**config.mk**
```make
export PLATFORM = sky130hd
export DESIGN_NAME = xfer_status_logger
export DESIGN_NICKNAME = d
export VERILOG_FILES = /design/src/rtl/xsl_pkg.sv /design/src/rtl/xsl_wait_timer.sv /design/src/rtl/xsl_event_encode.sv /design/src/rtl/xsl_regs.sv /design/src/rtl/xfer_status_logger.sv
export SDC_FILE = /design/constraint.sdc
export NUM_CORES = 1
export LEC_CHECK = 0
export ABC_AREA = 0
export BUFFER_PORTS_ARGS = -buffer_cell sky130_fd_sc_hd__buf_2
export CORE_ASPECT_RATIO = 1.2
export CORE_MARGIN = 4
export CORE_UTILIZATION = 50
export DETAILED_ROUTE_END_ITERATION = 10
export PLACE_DENSITY = 0.88
export SLEW_MARGIN = 5
export SYNTH_ARGS = -nofsm -noshare
export SYNTH_HDL_FRONTEND = slang
export SYNTH_SLANG_ARGS = --single-unit
```
**constraint.sdc**
```tcl
create_clock -name clk -period 5.7 [get_ports clk]
set_input_delay 0.57 -clock clk [delete_from_list [all_inputs] [get_ports clk]]
set_output_delay 0.57 -clock clk [all_outputs]
set_load 0.05 [all_outputs]
```
**src/rtl/xsl_pkg.sv**
```systemverilog
package xsl_pkg;

    localparam int OFF_W  = 12;
    localparam int REG_W  = 16;
    localparam int NUM_EV = 9;
    localparam int EN_W   = 6;

    typedef enum logic [3:0] {
        EV_NONE     = 4'd0,
        EV_ADDR_TMO = 4'd1,
        EV_DATA_TMO = 4'd2,
        EV_BUSY     = 4'd3,
        EV_EMPTY    = 4'd4,
        EV_BOTH     = 4'd5,
        EV_ALIGN    = 4'd6,
        EV_LONG_TMO = 4'd7,
        EV_DMA_LAST = 4'd8,
        EV_MESSAGE  = 4'd9
    } evt_code_e;

    typedef enum logic [1:0] {
        CLS_NONE  = 2'b00,
        CLS_FAULT = 2'b01,
        CLS_LAST  = 2'b10,
        CLS_MSG   = 2'b11
    } evt_cls_e;

    typedef struct packed {
        logic second;
        logic wr;
        logic blk;
        logic remote;
    } attr_t;

    typedef struct packed {
        logic            rsvd;
        logic [EN_W-1:0] en;
        logic            ovf;
        logic            intr;
        evt_cls_e        cls;
        logic            err;
        attr_t           attr;
    } csr_t;

    function automatic evt_cls_e cls_of(evt_code_e c);
        case (c)
            EV_NONE:     return CLS_NONE;
            EV_DMA_LAST: return CLS_LAST;
            EV_MESSAGE:  return CLS_MSG;
            default:     return CLS_FAULT;
        endcase
    endfunction

    function automatic logic irq_allowed(evt_code_e c, logic [EN_W-1:0] en, logic be_en);
        case (c)
            EV_ADDR_TMO:               return en[0];
            EV_DATA_TMO:               return en[1];
            EV_BUSY, EV_EMPTY, EV_BOTH: return be_en;
            EV_ALIGN:                  return en[2];
            EV_LONG_TMO:               return en[3];
            EV_DMA_LAST:               return en[4];
            EV_MESSAGE:                return en[5];
            default:                   return 1'b0;
        endcase
    endfunction

endpackage

```
**src/rtl/xsl_wait_timer.sv**
```systemverilog
module xsl_wait_timer #(
    parameter int LIMIT = 8,
    parameter bit WRAP  = 1'b0
) (
    input  logic clk,
    input  logic rst,
    input  logic run,
    input  logic adv,
    output logic fire
);
    localparam int W = $clog2(LIMIT + 1);

    logic [W-1:0] cnt_q;
    logic         at_end;

    assign at_end = (cnt_q == W'(LIMIT - 1));
    assign fire   = run && adv && at_end;

    generate
        if (WRAP) begin : g_wrap
            always_ff @(posedge clk) begin
                if (rst || !run)
                    cnt_q <= '0;
                else if (adv)
                    cnt_q <= at_end ? '0 : cnt_q + 1'b1;
            end
        end else begin : g_sat
            always_ff @(posedge clk) begin
                if (rst || !run)
                    cnt_q <= '0;
                else if (adv && cnt_q != W'(LIMIT))
                    cnt_q <= cnt_q + 1'b1;
            end
        end
    endgenerate
endmodule

```
**src/rtl/xsl_event_encode.sv**
```systemverilog
module xsl_event_encode
    import xsl_pkg::*;
(
    input  logic      fire_addr,
    input  logic      fire_data,
    input  logic      ack_evt,
    input  logic      ack_busy,
    input  logic      ack_empty,
    input  logic      align_evt,
    input  logic      fire_long,
    input  logic      dma_last_evt,
    input  logic      msg_we,
    output logic      evt_valid,
    output logic      evt_multi,
    output evt_code_e evt_code
);
    logic [NUM_EV:1] req;
    int              n_req;

    always_comb begin
        req[1] = fire_addr;
        req[2] = fire_data;
        req[3] = ack_evt && ack_busy && !ack_empty;
        req[4] = ack_evt && ack_empty && !ack_busy;
        req[5] = ack_evt && ack_busy && ack_empty;
        req[6] = align_evt;
        req[7] = fire_long;
        req[8] = dma_last_evt;
        req[9] = msg_we;
    end

    always_comb begin
        evt_code = EV_NONE;
        n_req    = 0;
        for (int i = NUM_EV; i >= 1; i--) begin
            if (req[i]) begin
                evt_code = evt_code_e'(i[3:0]);
                n_req    = n_req + 1;
            end
        end
        evt_valid = (n_req != 0);
        evt_multi = (n_req > 1);
    end
endmodule

```
**src/rtl/xsl_regs.sv**
```systemverilog
module xsl_regs
    import xsl_pkg::*;
(
    input  logic             clk,
    input  logic             rst,
    input  logic             txn_start,
    input  attr_t            txn_attr,
    input  logic [OFF_W-1:0] txn_off,
    input  logic             evt_valid,
    input  logic             evt_multi,
    input  evt_code_e        evt_code,
    input  logic             be_irq_en,
    input  logic [14:0]      msg_data,
    input  logic             host_we,
    input  logic             host_sel,
    input  logic [REG_W-1:0] host_wdata,
    output logic [REG_W-1:0] ir_val,
    output csr_t             csr_val
);
    logic [REG_W-1:0] ir_q;
    logic [OFF_W-1:0] off_q;
    attr_t            attr_q;
    logic             err_q, int_q, ovf_q;
    evt_cls_e         cls_q;
    logic [EN_W-1:0]  en_q;

    logic csr_wr, clr_int, clr_err, locked, record, lost, raise;

    always_comb begin
        csr_wr  = host_we && host_sel;
        clr_int = csr_wr && host_wdata[7];
        clr_err = csr_wr && host_wdata[4];
        locked  = int_q && !clr_int;
        record  = evt_valid && !locked;
        lost    = (evt_valid && locked) || evt_multi;
        raise   = record && irq_allowed(evt_code, en_q, be_irq_en);
    end

    always_ff @(posedge clk) begin
        if (rst) begin
            ir_q   <= '0;
            off_q  <= '0;
            attr_q <= '0;
            err_q  <= 1'b0;
            int_q  <= 1'b0;
            ovf_q  <= 1'b0;
            cls_q  <= CLS_NONE;
            en_q   <= '0;
        end else begin
            if (txn_start) begin
                attr_q <= txn_attr;
                off_q  <= txn_off;
            end
            if (csr_wr)
                en_q <= host_wdata[14:9];
            if (record) begin
                ir_q  <= (evt_code == EV_MESSAGE) ? {1'b1, msg_data}
                                                  : {evt_code, off_q};
                cls_q <= cls_of(evt_code);
                err_q <= 1'b1;
            end else if (clr_err) begin
                err_q <= 1'b0;
            end
            if (raise)
                int_q <= 1'b1;
            else if (clr_int)
                int_q <= 1'b0;
            if (lost)
                ovf_q <= 1'b1;
            else if (clr_int)
                ovf_q <= 1'b0;
        end
    end

    always_comb begin
        ir_val       = ir_q;
        csr_val      = '0;
        csr_val.attr = attr_q;
        csr_val.err  = err_q;
        csr_val.cls  = cls_q;
        csr_val.intr = int_q;
        csr_val.ovf  = ovf_q;
        csr_val.en   = en_q;
    end
endmodule

```
**src/rtl/xfer_status_logger.sv**
```systemverilog
module xfer_status_logger
    import xsl_pkg::*;
#(
    parameter int ADDR_TMO_CYC  = 200,
    parameter int DATA_TMO_CYC  = 150,
    parameter int LONG_PRESCALE = 500,
    parameter int LONG_TICKS    = 1000
) (
    input  logic        clk,
    input  logic        rst,
    input  logic        txn_start,
    input  logic        txn_remote,
    input  logic        txn_block,
    input  logic        txn_write,
    input  logic        txn_second,
    input  logic [11:0] txn_off,
    input  logic        addr_wait,
    input  logic        data_wait,
    input  logic        xfer_busy,
    input  logic        ack_evt,
    input  logic        ack_busy,
    input  logic        ack_empty,
    input  logic        be_irq_en,
    input  logic        align_evt,
    input  logic        dma_last_evt,
    input  logic        msg_we,
    input  logic [14:0] msg_data,
    input  logic        host_we,
    input  logic        host_sel,
    input  logic [15:0] host_wdata,
    output logic [15:0] host_rdata,
    output logic        irq
);
    logic      fire_addr, fire_data, pre_tick, fire_long;
    logic      evt_valid, evt_multi;
    evt_code_e evt_code;
    logic [REG_W-1:0] ir_val;
    csr_t      csr_val;
    attr_t     txn_attr;

    assign txn_attr = '{second: txn_second, wr: txn_write,
                        blk: txn_block, remote: txn_remote};

    xsl_wait_timer #(.LIMIT(ADDR_TMO_CYC), .WRAP(1'b0)) i_addr_tmr (
        .clk(clk), .rst(rst), .run(addr_wait), .adv(1'b1), .fire(fire_addr));

    xsl_wait_timer #(.LIMIT(DATA_TMO_CYC), .WRAP(1'b0)) i_data_tmr (
        .clk(clk), .rst(rst), .run(data_wait), .adv(1'b1), .fire(fire_data));

    xsl_wait_timer #(.LIMIT(LONG_PRESCALE), .WRAP(1'b1)) i_pre_tmr (
        .clk(clk), .rst(rst), .run(xfer_busy), .adv(1'b1), .fire(pre_tick));

    xsl_wait_timer #(.LIMIT(LONG_TICKS), .WRAP(1'b0)) i_long_tmr (
        .clk(clk), .rst(rst), .run(xfer_busy), .adv(pre_tick), .fire(fire_long));

    xsl_event_encode i_enc (
        .fire_addr(fire_addr), .fire_data(fire_data),
        .ack_evt(ack_evt), .ack_busy(ack_busy), .ack_empty(ack_empty),
        .align_evt(align_evt), .fire_long(fire_long),
        .dma_last_evt(dma_last_evt), .msg_we(msg_we),
        .evt_valid(evt_valid), .evt_multi(evt_multi), .evt_code(evt_code));

    xsl_regs i_regs (
        .clk(clk), .rst(rst),
        .txn_start(txn_start), .txn_attr(txn_attr), .txn_off(txn_off),
        .evt_valid(evt_valid), .evt_multi(evt_multi), .evt_code(evt_code),
        .be_irq_en(be_irq_en), .msg_data(msg_data),
        .host_we(host_we), .host_sel(host_sel), .host_wdata(host_wdata),
        .ir_val(ir_val), .csr_val(csr_val));

    assign host_rdata = host_sel ? 16'(csr_val) : ir_val;
    assign irq        = csr_val.intr;
endmodule

```
======== Word-level counts from Yosys, hierarchy flattened ========
Cells that the tools add are included.
operators by class
  add/sub/neg operators ................... 12
  $lt $le $gt $ge ......................... 1
  equal/unequal tests ..................... 16
  muxes and demuxes ....................... 27
  reductions and logical operators ........ 36
operator list
  kind                                                 count
  2-to-1 mux 32 bit                                    8
  adder 32 x 2 -> 32 bit, second input constant        7
  2-to-1 mux 4 bit                                     9
  > comparator 32 x 2 -> 1 bit, second input constant  1
  2-to-1 mux 16 bit                                    2
  nonzero test 32 bit                                  1
  logical AND 1 bit                                    18
  adder 8 x 1 -> 8 bit, second input constant          2
  == test 4 x 3 -> 1 bit, second input constant        4
  == test 8 bit, second input constant                 2
  != test 8 bit, second input constant                 2
  adder 10 x 1 -> 10 bit, second input constant        1
  == test 10 bit, second input constant                1
  != test 10 bit, second input constant                1
  adder 9 x 1 -> 9 bit, second input constant          1
  == test 9 bit, second input constant                 1
  == test 4 x 2 -> 1 bit, second input constant        2
  == test 4 bit, second input constant                 2
  logical NOT 1 bit                                    7
  one-hot mux 1 bit (7 select lines)                   1
  2-to-1 mux 1 bit                                     6
  one-hot mux 2 bit (3 select lines)                   1
  nonzero test 2 bit                                   3
  == test 4 x 1 -> 1 bit, second input constant        1
  other kinds (5)                                      8
word-level totals
  bits in registers ....................... 78
  bits of input ports ..................... 62
  output and inout bits ................... 17
  logic and storage cells ................. 107

======== Logic depth before layout (Yosys ltp) ========
  depth in word-level cells ............... 21
  mapped depth ............................ 35
  depth with buffers taken out ............ 34

======== Modules after synthesis ========
Synthesis repeated with hierarchy kept, for this count alone.
unflattened totals
  cells, all modules ...................... 539
  area total of the unflattened synthesis .. 4849.7 um^2
modules (own cells, without submodules)
  module                       instances  cells each  area each (um^2)  sequential area each (um^2)
  xsl_regs                     1          209         1928.1            860.8
  xsl_event_encode             1          81          631.9             0.0
  xsl_wait_timer (i_long_tmr)  1          67          594.3             200.2
  xsl_wait_timer (i_pre_tmr)   1          57          538.0             180.2
  xsl_wait_timer (i_data_tmr)  1          55          466.7             160.2
  xsl_wait_timer (i_addr_tmr)  1          51          437.9             160.2
  xfer_status_logger           1          19          252.7             0.0

======== Worst setup path before layout ========
No wires, ideal clock.
  path kind ............................... reg2reg
  from .................................... reg i_pre_tmr.cnt_q[0]
  to ...................................... reg i_regs.cls_q[1]
  setup time .............................. 0.067 ns
  arrival ................................. 6.182 ns
  data required time ...................... 5.633 ns
  slack ................................... -0.549 ns
  stages on the path, launching flop included .. 35
  buffers on the path ..................... 0
  clock period less this slack ............ 6.249 ns
  cell sequence ........................... dfxtp_1 ha_1 nand4bb_1 or4_4 nor2_1 xnor2_1 inv_1 ha_1 nand2b_1 o41ai_2 nor2_1 ha_1 mux2_2 ha_1 mux2i_1 nor2_1 a21oi_1 a31oi_1 ha_1 nor2_1 a22oi_1 o21a_1 ha_1 inv_1 mux2_2 inv_1 a21oi_1 inv_1 ha_1 nand2_1 a211oi_1 mux2_2 o211a_2 or4_4 o21ai_2
between the ends
  cells in the longest elaborated chain, start to end .. 19
  elaborated cells on any way between the ends .. 30
  those cells by class .................... add/sub: 6; eq/ne: 3; mux: 15; reduce/logical: 6
ends and longest elaborated chain
  item                                line                    text
  start: declaration                  xsl_wait_timer.sv:13    logic [W-1:0] cnt_q;
  start signal: assignment            xsl_wait_timer.sv:25    cnt_q <= at_end ? '0 : cnt_q + 1'b1;
  == test 9 bit (*)                   xsl_wait_timer.sv:16    assign at_end = (cnt_q == W'(LIMIT - 1));
  logical AND 1 bit (*) (3 in a row)  xsl_wait_timer.sv:17    assign fire = run && adv && at_end;
  2-to-1 mux 32 bit                   xsl_event_encode.sv:36  if (req[i]) begin
  adder 32 x 2 -> 32 bit              xsl_event_encode.sv:38  n_req = n_req + 1;
  2-to-1 mux 32 bit                   xsl_event_encode.sv:36
  adder 32 x 2 -> 32 bit              xsl_event_encode.sv:38
  2-to-1 mux 32 bit                   xsl_event_encode.sv:36
  adder 32 x 2 -> 32 bit              xsl_event_encode.sv:38
  2-to-1 mux 32 bit                   xsl_event_encode.sv:36
  adder 32 x 2 -> 32 bit              xsl_event_encode.sv:38
  2-to-1 mux 32 bit                   xsl_event_encode.sv:36
  adder 32 x 2 -> 32 bit              xsl_event_encode.sv:38
  2-to-1 mux 32 bit                   xsl_event_encode.sv:36
  adder 32 x 2 -> 32 bit              xsl_event_encode.sv:38
  2-to-1 mux 32 bit                   xsl_event_encode.sv:36
  nonzero test 32 bit                 xsl_event_encode.sv:41  evt_valid = (n_req != 0);
  logical AND 1 bit                   xsl_regs.sv:34          record = evt_valid && !locked;
  end signal: assignment              xsl_regs.sv:59          cls_q <= cls_of(evt_code);
  end: declaration                    xsl_regs.sv:24          evt_cls_e cls_q;
Every way passes the cells marked *; elsewhere a longest branch is shown, timed or not.
A chain may end at the register's enable or synchronous reset.

======== Worst setup path in the final report ========
  from .................................... reg i_pre_tmr.cnt_q[1]
  to ...................................... reg i_regs.ir_q[14] (netlist: i_regs.ir_val[14])
between the ends
  cells in the longest elaborated chain, start to end .. 19
  elaborated cells on any way between the ends .. 28
  those cells by class .................... add/sub: 6; eq/ne: 2; mux: 15; reduce/logical: 5
ends and longest elaborated chain
  item                                line                    text
  == test 9 bit (*)                   xsl_wait_timer.sv:16
  logical AND 1 bit (*) (3 in a row)  xsl_wait_timer.sv:17
  2-to-1 mux 32 bit                   xsl_event_encode.sv:36
  adder 32 x 2 -> 32 bit              xsl_event_encode.sv:38
  2-to-1 mux 32 bit                   xsl_event_encode.sv:36
  adder 32 x 2 -> 32 bit              xsl_event_encode.sv:38
  2-to-1 mux 32 bit                   xsl_event_encode.sv:36
  adder 32 x 2 -> 32 bit              xsl_event_encode.sv:38
  2-to-1 mux 32 bit                   xsl_event_encode.sv:36
  adder 32 x 2 -> 32 bit              xsl_event_encode.sv:38
  2-to-1 mux 32 bit                   xsl_event_encode.sv:36
  adder 32 x 2 -> 32 bit              xsl_event_encode.sv:38
  2-to-1 mux 32 bit                   xsl_event_encode.sv:36
  adder 32 x 2 -> 32 bit              xsl_event_encode.sv:38
  2-to-1 mux 32 bit                   xsl_event_encode.sv:36
  nonzero test 32 bit                 xsl_event_encode.sv:41
  logical AND 1 bit                   xsl_regs.sv:34
  end signal: assignment              xsl_regs.sv:57          ir_q <= (evt_code == EV_MESSAGE) ? {1'b1, msg_data}
  end: declaration                    xsl_regs.sv:20          logic [REG_W-1:0] ir_q;
Marked as above.

==> results.json <==
{
  "drt_iter0_drc": 335,
  "endpoint_kind": "flip-flop",
  "diodes": 0,
  "drive_gt1_share_pct": 36.6,
  "portBuffers": 70,
  "cts_max_path_buffers": 2,
  "grt_overflow_total": 0,
  "clock_sinks": 78,
  "hold_viol": 0,
  "ys_warn_count": 0,
  "critPathMaxFanout": 8,
  "drc_errors": 0,
  "clk_pin_slew_ns": 0.10,
  "final_cells": 734,
  "synth_nets": 565,
  "firstDrtPassIters": 5,
  "critPathKind": "flip-flop to flip-flop",
  "ant_nets": 0,
  "num-nets-final": 694,
  "violations": "negative setup slack",
  "hold_buffers": 0,
  "clk_latency_ns": 0.37,
  "worst_slew_pin_slew_ns": 1.06,
  "first_global_vias": 4160,
  "rows": 36,
  "period_needed_ns": 6.44,
  "cts_buffers": 9,
  "rsz0062_at_grt": "yes",
  "grt_use_total_pct": 23.7,
  "p_per_area_nw_per_um2": 266,
  "cts.htree.levels": 3,
  "leakage_nw": 2.47,
  "finalSetupViolCount": 21,
  "die_w_um": 92.3,
  "wirelength_um": 13300,
  "die-height_um": 109,
  "vdd.ir_drop.worst_mv": 0.173,
  "synth_edf_count": 0,
  "n_fill_cell": 562,
  "dieArea_um2": 10100,
  "cp_slowest_cell": "or4_4",
  "fin_crit_sh_pct": 113,
  "crit_buf_inv": 5,
  "yosysSeqAreaShare_pct": 36.6,
  "num_vias": 4299,
  "slew_headroom_pct": 29.3,
  "cap_violations": 0,
  "areaGrowthSynthToFinish_pct": 33.8,
  "fmax_mhz": 155,
  "async_reset_ff_share_pct": 0,
  "grt_pass1_wl_um": 19000,
  "placed_cells": 699,
  "grt_antenna_before_repair": 0,
  "synthFlopType": "dfxtp_1",
  "grt_max_degree": 43,
  "syn_area_um2": 4270,
  "slew_viol_final": 0,
  "start_util_pct": 51.8,
  "status": "complete, but fails checks",
  "worstSetupStartpointType": "flip-flop",
  "io_pins": 79,
  "setup_ws_ns": -0.737,
  "finClkSkew_ns": 0.0165,
  "cts_root_buf": "clkbuf_8",
  "core_um2": 8240,
  "arrival_ns": 6.70,
  "gp_congestion": 0.926,
  "vias_per_cell": 5.86,
  "cpLargestDelayFamily": "adder cells",
  "synth_seq_cells": 78,
  "wire_per_inst_um": 18.1,
  "syn_area_per_cell_um2": 8.78,
  "slowest_delay_ns": 0.54,
  "cts_tree": "done",
  "synth_cell_type_count": 55,
  "fin_worst_hold_slack_ns": 0.438,
  "hp-class": "primary input to flip-flop",
  "critPathRequiredTime_ns": 5.96,
  "syn_inst": 486,
  "crit_top_cell": "ha_4",
  "dp_hpwl_um": 8270
}
[repair_timing]
action                     4_1_cts  5_1_grt
resized for setup               12       18
pin swaps                        8        6
cloned                           0        2
setup buffers                   11        6
setup endpoints to repair       21       21
[logic make-up (layout without fill, tap and decap cells)]
group,count (synthesis),in the layout,synth area share (%)
AND/OR/NAND/NOR,173,173,20.4
buffers and inverters,40,174,3.78
flip-flops,78,78,36.6
AO/OA/AOI/OAI,84,84,12.8
adder cells (fa/ha/maj),17,17,4.98
multiplexers,52,52,12.8
XOR/XNOR,42,42,8.62
[power breakdown]
part           switching, W  internal (W)
clock              0.000243      0.000213
combinational      0.000258      0.000195
sequential        0.0000275      0.000580
[metrics by stage]
stage / cell area [um^2] / utilization (%) / setup slack, ns / setup TNS [ns] / total power [W]
2_1_floorplan: 4380 / - / -0.301 / -4.45 / 0.000861
3_3_place_gp: 5160 / 62.6 / -0.399 / -7.18 / 0.000942
3_5_place_dp: 5160 / 62.6 / -0.631 / -11.80 / 0.000958
4_1_cts: 5530 / 67.1 / -0.471 / -8.83 / 0.00144
5_1_grt: 5710 / 69.3 / -0.987 / -17.43 / 0.00156
6_report: 5710 / 69.3 / -0.737 / -12.54 / 0.00152
[cells in the mapped netlist (7+ instances only)]
cell type	number	area, um^2
a211oi_1	18	135
a21oi_1	35	175
and3_1	7	43.8
clkbuf_1	15	56.3
dfxtp_1	78	1560
ha_1	17	213
inv_1	20	75.1
mux2_2	19	214
mux2i_1	33	330
nand2_1	37	139
nand3_1	28	140
nor2_1	67	251
o21ai_0	9	45.0
xnor2_1	19	166
xor2_1	23	201
[sequential cells by signal (all words and copies together) (netlist names), 4 cells and up]
name / flops
i_addr_tmr.cnt_q: 8
i_data_tmr.cnt_q: 8
i_long_tmr.cnt_q: 10
i_pre_tmr.cnt_q: 9
i_regs.csr_val: 4
i_regs.en_q: 6
i_regs.ir_val: 16
i_regs.off_q: 12
[metal layers]
layer / vias up / part of all wire (%) / track usage [%]
met4: 0 / 4.5 / 12.8
met2: 229 / 52 / 42.9
met5: - / 0 / 0
li1: 1968 / - / -
met3: 64 / 6.9 / 4.76
met1: 2038 / 37 / 25.8
[layout by cell type, fill, tap and decap left out, types with 4 or more instances in the layout]
cell and instances:
clkbuf_8 9, mux2i_1 32, xnor2_1 18, buf_2 70, a21oi_1 26, and3_1 7
inv_1 18, a21oi_2 9, ha_1 13, nor2_1 64, a211oi_1 11, nand2_1 35
dfxtp_1 76, nand3_1 28, xor2_1 23, o21ai_0 7, ha_4 4, a211oi_2 6
buf_4 63, mux2_2 16
[layout make-up]
cell class                 count  area (um^2)  share of cell area (%)
sequential                    78         1560                    27.4
timing repair buffer         138          925                    16.2
multi-input combinational    368         2790                    48.8
clock buffer                   9          124                    2.17
tap                          114          143                    2.50
clock inverter                 7         91.3                    1.60
inverter                      20         75.1                    1.31
[worst min-delay path: cells and delay by family]
kind,cells,cell delay (ns)
buf+inv,1,0.07
mux,1,0.06
simple gates,1,0.08
[worst paths after layout]
kind / start / endpoint / slack [ns] / cells after the start
hold / removal: txn_block / i_regs.csr_val[1] / 0.44 / 3
setup / recovery: i_pre_tmr.cnt_q[1] / i_regs.ir_val[14] / -0.74 / 35
setup reg to reg: i_pre_tmr.cnt_q[1] / i_regs.ir_val[14] / -0.74 / 35
hold reg to reg: i_regs.ir_val[15] / i_regs.ir_val[15] / 0.48 / 2
(Power assumes the default switching activity.)
